`src/rtl/busclk_pkg.sv`:
```
`timescale 1ns/1ps
// Shared types for the bus-phase generator.
// Assumes region codes are two bits wide; code 3 is a spare that maps to code 0.
package busclk_pkg;

    typedef enum logic [1:0] {
        RGN_0   = 2'd0,
        RGN_1   = 2'd1,
        RGN_2   = 2'd2,
        RGN_RSV = 2'd3
    } rgn_e;

    // Largest of three integers, used to size the cycle counter.
    function automatic int max3(input int a, input int b, input int c);
        int m;
        m = (a > b) ? a : b;
        return (m > c) ? m : c;
    endfunction

endpackage

```
`src/rtl/bclk_cycle_counter.sv`:
```
`timescale 1ns/1ps
// Counts master clocks inside one processor cycle and holds the region
// code that applies to the current cycle. The region code is sampled only
// at a cycle boundary (or while idle), so the current cycle keeps its length.
// Assumes every divisor is at least 2 and fits in CNT_W+1 bits.
module bclk_cycle_counter
    import busclk_pkg::*;
#(
    parameter int DIV0  = 12,
    parameter int DIV1  = 16,
    parameter int DIV2  = 15,
    parameter int CNT_W = 4
) (
    input  logic             clk,
    input  logic             rst_n,
    input  logic             run,
    input  logic [1:0]       region_sel,
    output logic [CNT_W-1:0] cnt,
    output logic [CNT_W:0]   div_cur,
    output rgn_e             region_cur,
    output logic             last
);

    localparam logic [CNT_W:0] D0 = DIV0[CNT_W:0];
    localparam logic [CNT_W:0] D1 = DIV1[CNT_W:0];
    localparam logic [CNT_W:0] D2 = DIV2[CNT_W:0];

    // Divisor for the region code held for this cycle.
    always_comb begin
        case (region_cur)
            RGN_1:   div_cur = D1;
            RGN_2:   div_cur = D2;
            default: div_cur = D0;
        endcase
    end

    // Final master clock of the cycle.
    assign last = run && ({1'b0, cnt} == (div_cur - 1'b1));

    // Advance the count; take a new region code only at a boundary or while idle.
    always_ff @(posedge clk) begin
        if (!rst_n) begin
            cnt        <= '0;
            region_cur <= rgn_e'(region_sel);
        end else if (!run) begin
            region_cur <= rgn_e'(region_sel);
        end else if (last) begin
            cnt        <= '0;
            region_cur <= rgn_e'(region_sel);
        end else begin
            cnt <= cnt + 1'b1;
        end
    end


    cnt_range_chk: assert property (@(posedge clk) disable iff (!rst_n)
        ({1'b0, cnt} < div_cur));


    wrap_chk: assert property (@(posedge clk) disable iff (!rst_n)
        last |=> (cnt == '0));


    region_hold_chk: assert property (@(posedge clk) disable iff (!rst_n)
        (run && !last) |=> $stable(region_cur));

endmodule

```
`src/rtl/bclk_m2_shaper.sv`:
```
`timescale 1ns/1ps
// Builds the external strobe. It is high in the tail of each cycle for a
// count of half master clocks. An odd count is produced by ANDing the
// count decode with a copy of it retimed on the falling master edge, which
// delays only the rising edge by half a clock.
// Assumes the high time is shorter than the cycle, so the decode is low at count 0.
module bclk_m2_shaper #(
    parameter int CNT_W    = 4,
    parameter bit HAS_HALF = 1'b1
) (
    input  logic             clk,
    input  logic             rst_n,
    input  logic             run,
    input  logic [CNT_W-1:0] cnt,
    input  logic [CNT_W:0]   div_cur,
    input  logic [CNT_W+1:0] high_halves,
    output logic             m2
);

    logic [CNT_W+1:0] tail_clks;
    logic [CNT_W+1:0] rise_at;
    logic             win;

    // Whole master clocks spanned by the window, rounded up, and where it opens.
    always_comb begin
        tail_clks = (high_halves + 1'b1) >> 1;
        rise_at   = {1'b0, div_cur} - tail_clks;
    end

    // Window decode straight from the count register.
    assign win = run && ({2'b00, cnt} >= rise_at);

    generate
        if (HAS_HALF) begin : g_half
            logic win_neg;

            // Retime the window on the falling master edge.
            always_ff @(negedge clk) begin
                if (!rst_n) begin
                    win_neg <= 1'b0;
                end else begin
                    win_neg <= win;
                end
            end

            // Odd counts open half a clock late; both forms close at cycle end.
            assign m2 = win && (high_halves[0] ? win_neg : 1'b1);
        end else begin : g_whole
            assign m2 = win;
        end
    endgenerate


    start_low_chk: assert property (@(posedge clk) disable iff (!rst_n)
        (cnt == '0) |-> !win);

endmodule

```
`src/rtl/bclk_boot_counter.sv`:
```
`timescale 1ns/1ps
// Counts completed strobe cycles after reset and raises a flag once
// DONE_CYCLES of them have finished. The flag then holds until reset.
// Assumes the wrap input is high for exactly the last clock of each cycle.
module bclk_boot_counter #(
    parameter int DONE_CYCLES = 6
) (
    input  logic clk,
    input  logic rst_n,
    input  logic wrap,
    output logic done
);

    localparam int             BW    = $clog2(DONE_CYCLES + 1);
    localparam int             LASTI = DONE_CYCLES - 1;
    localparam logic [BW-1:0]  LAST  = LASTI[BW-1:0];

    logic [BW-1:0] seen;

    // Count strobe falls until the limit, then latch the flag.
    always_ff @(posedge clk) begin
        if (!rst_n) begin
            seen <= '0;
            done <= 1'b0;
        end else if (wrap && !done) begin
            seen <= seen + 1'b1;
            if (seen == LAST) begin
                done <= 1'b1;
            end
        end
    end


    done_sticky_chk: assert property (@(posedge clk) disable iff (!rst_n)
        done |=> done);


    done_at_edge_chk: assert property (@(posedge clk) disable iff (!rst_n)
        $rose(done) |-> $past(wrap));

endmodule

```
`src/rtl/cpu_bus_clkgen.sv`:
```
`timescale 1ns/1ps
// Processor cycle and bus-phase generator. It divides the master clock by a
// region-selected integer and drives two complementary phase enables, a
// stretched external strobe, a cycle-start pulse and a start-up done flag.
// Assumes a single master clock domain and a synchronous active-low reset.
module cpu_bus_clkgen
    import busclk_pkg::*;
#(
    parameter int DIV0        = 12,
    parameter int DIV1        = 16,
    parameter int DIV2        = 15,
    parameter int M2H0        = 15,
    parameter int M2H1        = 19,
    parameter int M2H2        = 18,
    parameter int DONE_CYCLES = 6
) (
    input  logic       clk,
    input  logic       rst_n,
    input  logic [1:0] region_sel,
    output logic       phi1,
    output logic       phi2,
    output logic       m2,
    output logic       cyc_start,
    output logic       reset_done
);

    localparam int  MAXD     = max3(DIV0, DIV1, DIV2);
    localparam int  CNT_W    = $clog2(MAXD);
    localparam bit  HAS_HALF = ((M2H0 % 2) + (M2H1 % 2) + (M2H2 % 2)) != 0;
    localparam logic [CNT_W+1:0] H0 = M2H0[CNT_W+1:0];
    localparam logic [CNT_W+1:0] H1 = M2H1[CNT_W+1:0];
    localparam logic [CNT_W+1:0] H2 = M2H2[CNT_W+1:0];

    logic             run;
    logic [CNT_W-1:0] cnt;
    logic [CNT_W:0]   div_cur;
    logic [CNT_W:0]   half_d;
    logic [CNT_W+1:0] high_halves;
    rgn_e             region_cur;
    logic             last;

    // Goes high at the first edge that sees reset released.
    always_ff @(posedge clk) begin
        if (!rst_n) begin
            run <= 1'b0;
        end else begin
            run <= 1'b1;
        end
    end

    bclk_cycle_counter #(
        .DIV0  (DIV0),
        .DIV1  (DIV1),
        .DIV2  (DIV2),
        .CNT_W (CNT_W)
    ) counter_i (
        .clk        (clk),
        .rst_n      (rst_n),
        .run        (run),
        .region_sel (region_sel),
        .cnt        (cnt),
        .div_cur    (div_cur),
        .region_cur (region_cur),
        .last       (last)
    );

    // Strobe high time, in half master clocks, for the current region.
    always_comb begin
        case (region_cur)
            RGN_1:   high_halves = H1;
            RGN_2:   high_halves = H2;
            default: high_halves = H0;
        endcase
    end

    bclk_m2_shaper #(
        .CNT_W    (CNT_W),
        .HAS_HALF (HAS_HALF)
    ) shaper_i (
        .clk         (clk),
        .rst_n       (rst_n),
        .run         (run),
        .cnt         (cnt),
        .div_cur     (div_cur),
        .high_halves (high_halves),
        .m2          (m2)
    );

    bclk_boot_counter #(
        .DONE_CYCLES (DONE_CYCLES)
    ) boot_i (
        .clk   (clk),
        .rst_n (rst_n),
        .wrap  (last),
        .done  (reset_done)
    );

    // Phase split at half the divisor; the start pulse marks count zero.
    always_comb begin
        half_d    = div_cur >> 1;
        phi1      = run && ({1'b0, cnt} < half_d);
        phi2      = run && !({1'b0, cnt} < half_d);
        cyc_start = run && (cnt == '0);
    end


    phase_pair_chk: assert property (@(posedge clk) disable iff (!rst_n)
        run |-> (phi1 != phi2));


    idle_quiet_chk: assert property (@(posedge clk) disable iff (!rst_n)
        !run |-> (!phi1 && !phi2 && !m2 && !cyc_start && !reset_done));


    m2_fall_chk: assert property (@(posedge clk) disable iff (!rst_n)
        $fell(m2) |-> cyc_start);


    start_pulse_chk: assert property (@(posedge clk) disable iff (!rst_n)
        cyc_start |=> !cyc_start);

endmodule

```
`config.mk`:
```
export PLATFORM = sky130hd
export DESIGN_NAME = cpu_bus_clkgen
export DESIGN_NICKNAME = d
export VERILOG_FILES = /design/src/rtl/busclk_pkg.sv /design/src/rtl/bclk_cycle_counter.sv /design/src/rtl/bclk_m2_shaper.sv /design/src/rtl/bclk_boot_counter.sv /design/src/rtl/cpu_bus_clkgen.sv
export SDC_FILE = /design/constraint.sdc
export NUM_CORES = 1
export LEC_CHECK = 0
export BUFFER_PORTS_ARGS = -buffer_cell sky130_fd_sc_hd__buf_2
export CAP_MARGIN = 10
export CORE_UTILIZATION = 34
export DETAILED_ROUTE_END_ITERATION = 6
export GPL_TIMING_DRIVEN = 0
export PLACE_DENSITY = 0.53
export SYNTH_ARGS = -nofsm -noshare
export SYNTH_HDL_FRONTEND = slang
export SYNTH_HIERARCHICAL = 1
export SYNTH_SLANG_ARGS = --single-unit
```
`constraint.sdc`:
```
create_clock -name clk -period 7.3 [get_ports clk]
set_clock_uncertainty 0.15 [all_clocks]
set_input_delay 2.19 -clock clk [delete_from_list [all_inputs] [get_ports clk]]
set_output_delay 2.19 -clock clk [all_outputs]
set_load 0.02 [all_outputs]
```
Yosys cells after proc, flatten, opt, wreduce, memory -nomap -nowiden
Cells that the tools add are included.
{ "word_totals": {"ff_bits": 12} }
{ "classes": {"add_sub_neg": 5, "magnitude_cmp": 2, "n_eq_ne": 5, "n_mux": 8, "n_reduce_logical": 11} }
{ "ops": {"columns": ["op", "count"], "rows": [
  ["$pmux W5 S2", 2],
  ["$logic_and A1 B1 Y1", 7],
  ["$add A5 B1 Y6 const B", 1],
  ["$ge A4 B6 Y1", 1],
  ["$mux W2", 3],
  ["$sub A5 B5 Y6", 1],
  ["$eq A4 B5 Y1", 1],
  ["$sub A5 B1 Y5 const B", 1],
  ["$add A4 B1 Y4 const B", 1],
  ["$logic_not A4 Y1", 1],
  ["$lt A4 B4 Y1", 1],
  ["$mux W4", 1],
  ["$add A3 B1 Y3 const B", 1],
  ["$eq A3 B3 Y1 const B", 1],
  ["$ne A3 B2 Y1 const B", 1],
  ["$eq A2 B1 Y1 const B", 1],
  ["$eq A2 B2 Y1 const B", 1],
  ["$logic_not A1 Y1", 2],
  ["$mux W1", 2],
  ["$reduce_and A2 Y1", 1]
]} }

Depth between registers and ports, before layout
{ "logic_depth": {"word_depth": 8, "depth_mapped": 15, "mapped_depth_nobuf": 15} }

Modules after synthesis
Netlist, hierarchy kept.
{ "modules_own_cells": {"columns": ["mod", "n_inst", "cells_each", "area_each_um2"], "rows": [
  ["bclk_m2_shaper", 1, 48, 399.1],
  ["bclk_cycle_counter", 1, 33, 356.6],
  ["bclk_boot_counter", 1, 17, 186.4],
  ["cpu_bus_clkgen", 1, 21, 160.2]
]} }

==> flow_metrics.env <==
export IMPL_path_max_fanout=1
export IMPL_num_vias=826
export IMPL_post_cts_repair_setup_buffers=0
export IMPL_number_of_hold_slack_violations_in_the_final_timing_report=0
export IMPL_final_max_slew_violation_count=0
export IMPL_syn_mean_instance_area_sq_um=9.263
export IMPL_detail_route_antenna_nets=0
export IMPL_detailedRoute_firstIterationViolations=1
export IMPL_layout_drive_gt1_share=0.1742
export IMPL_fin_setup_tns_ps=0
export IMPL_syn_cell_area_sq_um=1102
export IMPL_synthesis_yosys_warnings=6
export IMPL_floorplan_core_area_sq_um=3053
export IMPL_antenna_diode_count=0
export IMPL_vias_per_cell=4.693
export IMPL_worstSetupPathType="reg2out"
export IMPL_htree_num_levels=1
export IMPL_worstSetupStartpointType="register"
export IMPL_setup_viol_count_final=0
export IMPL_rsz0062_at_grt="false"
export IMPL_grt_max_degree=14
export IMPL_cts_tree="yes"
export IMPL_outcome="completed"
export IMPL_synth_seq_area_share=0.2361
export IMPL_cts_buffers=3
export IMPL_cts_root_buffer="sky130_fd_sc_hd__clkbuf_4"
export IMPL_sw_share=0.3402
export IMPL_finalHoldWorstSlack_ps=397.4
export IMPL_slew_headroom=0.6696
export IMPL_power_density_cell_area_nw_per_um2=156.4
export IMPL_critPathBufInv=1
export IMPL_routed_wl_mm=1.887
export IMPL_maximum_vdd_drop_v=0.00009612
export IMPL_worst_endpoint_required_ps=4960
export IMPL_worstHoldStart="boot_i/seen[1]"
export IMPL_antenna_found_initial=0
export IMPL_switching_power_mw=0.06531
export IMPL_leakage_power_nw=0.5786
export IMPL_placedCellCount=172
export IMPL_count_of_input_and_output_buffers=8
export IMPL_final_core_util=0.4020
export IMPL_clockBufferDepth=2
export IMPL_worst_slack_ps=364.1
export IMPL_clk_latency_ps=270
export IMPL_cap_viol_max_count=0
export IMPL_syn_inst_count=119
export IMPL_postSynthRegisterBits=12
export IMPL_gr_usage_all_layers=0.1274
export IMPL_dp_final_hpwl_mm=1.518
export IMPL_fp_dieArea_sq_um=3474
export IMPL_power_frac_seq=0.383
export IMPL_route_detailed_drc=0
export IMPL_comb_power_share=0.393
export IMPL_fillerInstances=341
export IMPL_num_rows=20
export IMPL_post_layout_nonfiller_instances=176
export IMPL_die_height_microns=58.94
export IMPL_detail_route_first_pass_iterations=4
export IMPL_worst_slew_pin_slew_ps=490.4
export IMPL_cp_slowest_stage_delay_ps=290
export IMPL_numClockSinks=12
export IMPL_crit_reg2reg_launch="counter_i/region_cur[0]"
export IMPL_synth_cell_types=36
export IMPL_finalNetCount=158
export IMPL_worst_hold_path_type="reg2reg"
export IMPL_floorplan_initialDensity=0.3611
export IMPL_grt_first_pass_wirelength_mm=3.339
export IMPL_worst_path_cell_chain="nor2b_1 > nor3_2 > buf_2"
export IMPL_timing_critical_path_arrival_ps=4600
export IMPL_cpLargestDelayFamily="flip-flops"
export IMPL_internal_power_mw=0.1267
export IMPL_areaGrowthSynthToFinish_pct=11.35
export IMPL_detailedPlace_worstSlack_ps=510.0
export IMPL_floorplan_die_width_microns=58.94
export IMPL_worst_setup_path_startpoint="shaper_i/g_half.win_neg"
export IMPL_top_level_ports=9
export IMPL_average_wire_length_per_cell_after_detail_routing_microns=10.72
export IMPL_first_global_vias=803
export IMPL_gp_congestion=0.7158
export IMPL_crit_path_top_delay_cell="sky130_fd_sc_hd__dfxtp_1"
export IMPL_worst_setup_hold_path_clk_slew_ps=70
export IMPL_setup_worst_path_end_class="output port"
export IMPL_clockPowerShare=0.224
export IMPL_ctsHoldBuffers=0
export IMPL_grt_overflow=0
export IMPL_postCtsResizedCells=0
## cells in the mapped netlist
cell,instances,share of area
sky130_fd_sc_hd__edfxtp_1,2,0.054
sky130_fd_sc_hd__nor2b_1,2,0.011
sky130_fd_sc_hd__a211oi_4,1,0.018
sky130_fd_sc_hd__inv_1,19,0.065
sky130_fd_sc_hd__xnor2_1,4,0.032
sky130_fd_sc_hd__nor4_1,1,0.0057
sky130_fd_sc_hd__o211a_1,1,0.0091
sky130_fd_sc_hd__conb_1,2,0.0068
sky130_fd_sc_hd__nand3_1,5,0.023
sky130_fd_sc_hd__o21ai_2,2,0.016
sky130_fd_sc_hd__a31oi_1,1,0.0057
sky130_fd_sc_hd__o21a_1,2,0.014
sky130_fd_sc_hd__a21oi_1,2,0.0091
sky130_fd_sc_hd__or2b_1,1,0.0068
sky130_fd_sc_hd__dfxtp_1,10,0.18
sky130_fd_sc_hd__o21ai_0,1,0.0045
sky130_fd_sc_hd__fa_1,1,0.018
sky130_fd_sc_hd__nor3b_2,1,0.011
sky130_fd_sc_hd__and3_1,1,0.0057
sky130_fd_sc_hd__or3b_4,1,0.010
sky130_fd_sc_hd__o21ai_1,4,0.018
sky130_fd_sc_hd__nand2b_1,1,0.0057
sky130_fd_sc_hd__a211oi_2,1,0.011
sky130_fd_sc_hd__xor2_1,7,0.056
sky130_fd_sc_hd__nor2b_4,2,0.025
sky130_fd_sc_hd__a2111oi_2,1,0.014
sky130_fd_sc_hd__mux2i_1,1,0.0091
sky130_fd_sc_hd__buf_4,2,0.014
sky130_fd_sc_hd__nand2_1,4,0.014
sky130_fd_sc_hd__nor3_2,1,0.0091
sky130_fd_sc_hd__nand4_1,1,0.0057
sky130_fd_sc_hd__nor3b_1,4,0.027
sky130_fd_sc_hd__nor2_1,2,0.0068
sky130_fd_sc_hd__nand3b_1,5,0.034
sky130_fd_sc_hd__and2_1,3,0.017
sky130_fd_sc_hd__ha_1,20,0.23
## sequential cells by signal, indices dropped and copies added (netlist names)
register and count:
counter_i/cnt 4, boot_i/seen 3, counter_i/region_cur 2, boot_i/done 1, run 1, shaper_i/g_half.win_neg 1
## per-layer routing
| layer | vias to the layer above | wire length [microns] | GRT usage |
|---|---|---|---|
| li1 | 424 | - | - |
| met5 | - | 0 | 0 |
| met2 | 7 | 973 | 0.2435 |
| met1 | 391 | 863 | 0.1421 |
| met3 | 4 | 22 | 0.006593 |
| met4 | 0 | 27 | 0.06122 |
## worst register-to-register path, delay by kind of cell (launching register included)
family / cells / cell delay (ps)
AOI/OAI and AO/OA: 5 / 810
xor gates and xnor gates: 2 / 330
adders and majority gates: 3 / 940
buffers and inverters: 1 / 60
and+or+nand+nor: 2 / 310
DFF: 1 / 390
## through the flow
stage               power (mW)  area, sq um
finish                  0.1920         1227
global route            0.2086         1227
global placement        0.1509         1201
detailed placement      0.1535         1201
floorplan               0.1379         1106
CTS                     0.1961         1227
## logic make-up (layout without fill, tap and decap cells)
kind of cell / count (synthesis) / in the layout / synth area share
and+or+nand+nor: 35 / 35 / 0.2180
adders and majority gates: 21 / 21 / 0.2452
buffers and inverters: 21 / 33 / 0.07832
AOI/OAI and AO/OA: 16 / 16 / 0.1192
DFF: 12 / 12 / 0.2361
xor gates and xnor gates: 11 / 11 / 0.08740
other: 2 / 3 / 0.006813
muxes: 1 / 1 / 0.009081
## power groups by stage
stage / registers (mW) / logic (mW) / clock network (mW)
after detailed placement: 0.0751 / 0.0767 / 0.00171
after global routing: 0.0741 / 0.0857 / 0.0487
final: 0.0735 / 0.0755 / 0.0430
after floorplan: 0.0736 / 0.0625 / 0.00171
after global placement: 0.0748 / 0.0743 / 0.00171
after CTS: 0.0737 / 0.0764 / 0.0460
## path summary, 6_finish.rpt
kind | endpoint | slack (ps) | cells past startpoint
setup / recovery | m2 | 360 | 3
setup reg to reg | shaper_i/g_half.win_neg | 590 | 13
hold reg to reg | boot_i/seen[1] | 400 | 1
hold / removal | boot_i/seen[1] | 400 | 1
## area by class of cell
type | instances | area (sq um) | share of cell area
clock buffer | 4 | 26.28 | 0.02141
timing repair buffer | 8 | 40.04 | 0.03262
multi-input combinational | 87 | 759.5 | 0.6188
clock inverter | 1 | 3.754 | 0.003058
inverter | 18 | 67.56 | 0.05505
sequential | 12 | 260.3 | 0.2120
buffer | 2 | 15.01 | 0.01223
tap | 44 | 55.05 | 0.04485
## placed cells by master, fill, tap and decap left out, types with 3 or more instances in the layout
cell type and instances:
sky130_fd_sc_hd__and2_1 3, sky130_fd_sc_hd__buf_2 8, sky130_fd_sc_hd__clkbuf_4 3, sky130_fd_sc_hd__conb_1 3, sky130_fd_sc_hd__dfxtp_1 10, sky130_fd_sc_hd__ha_1 20
sky130_fd_sc_hd__inv_1 19, sky130_fd_sc_hd__nand2_1 4, sky130_fd_sc_hd__nand3_1 5, sky130_fd_sc_hd__nand3b_1 5, sky130_fd_sc_hd__nor3b_1 4, sky130_fd_sc_hd__o21ai_1 4
sky130_fd_sc_hd__xnor2_1 4, sky130_fd_sc_hd__xor2_1 7
(Power assumes the default switching activity.)
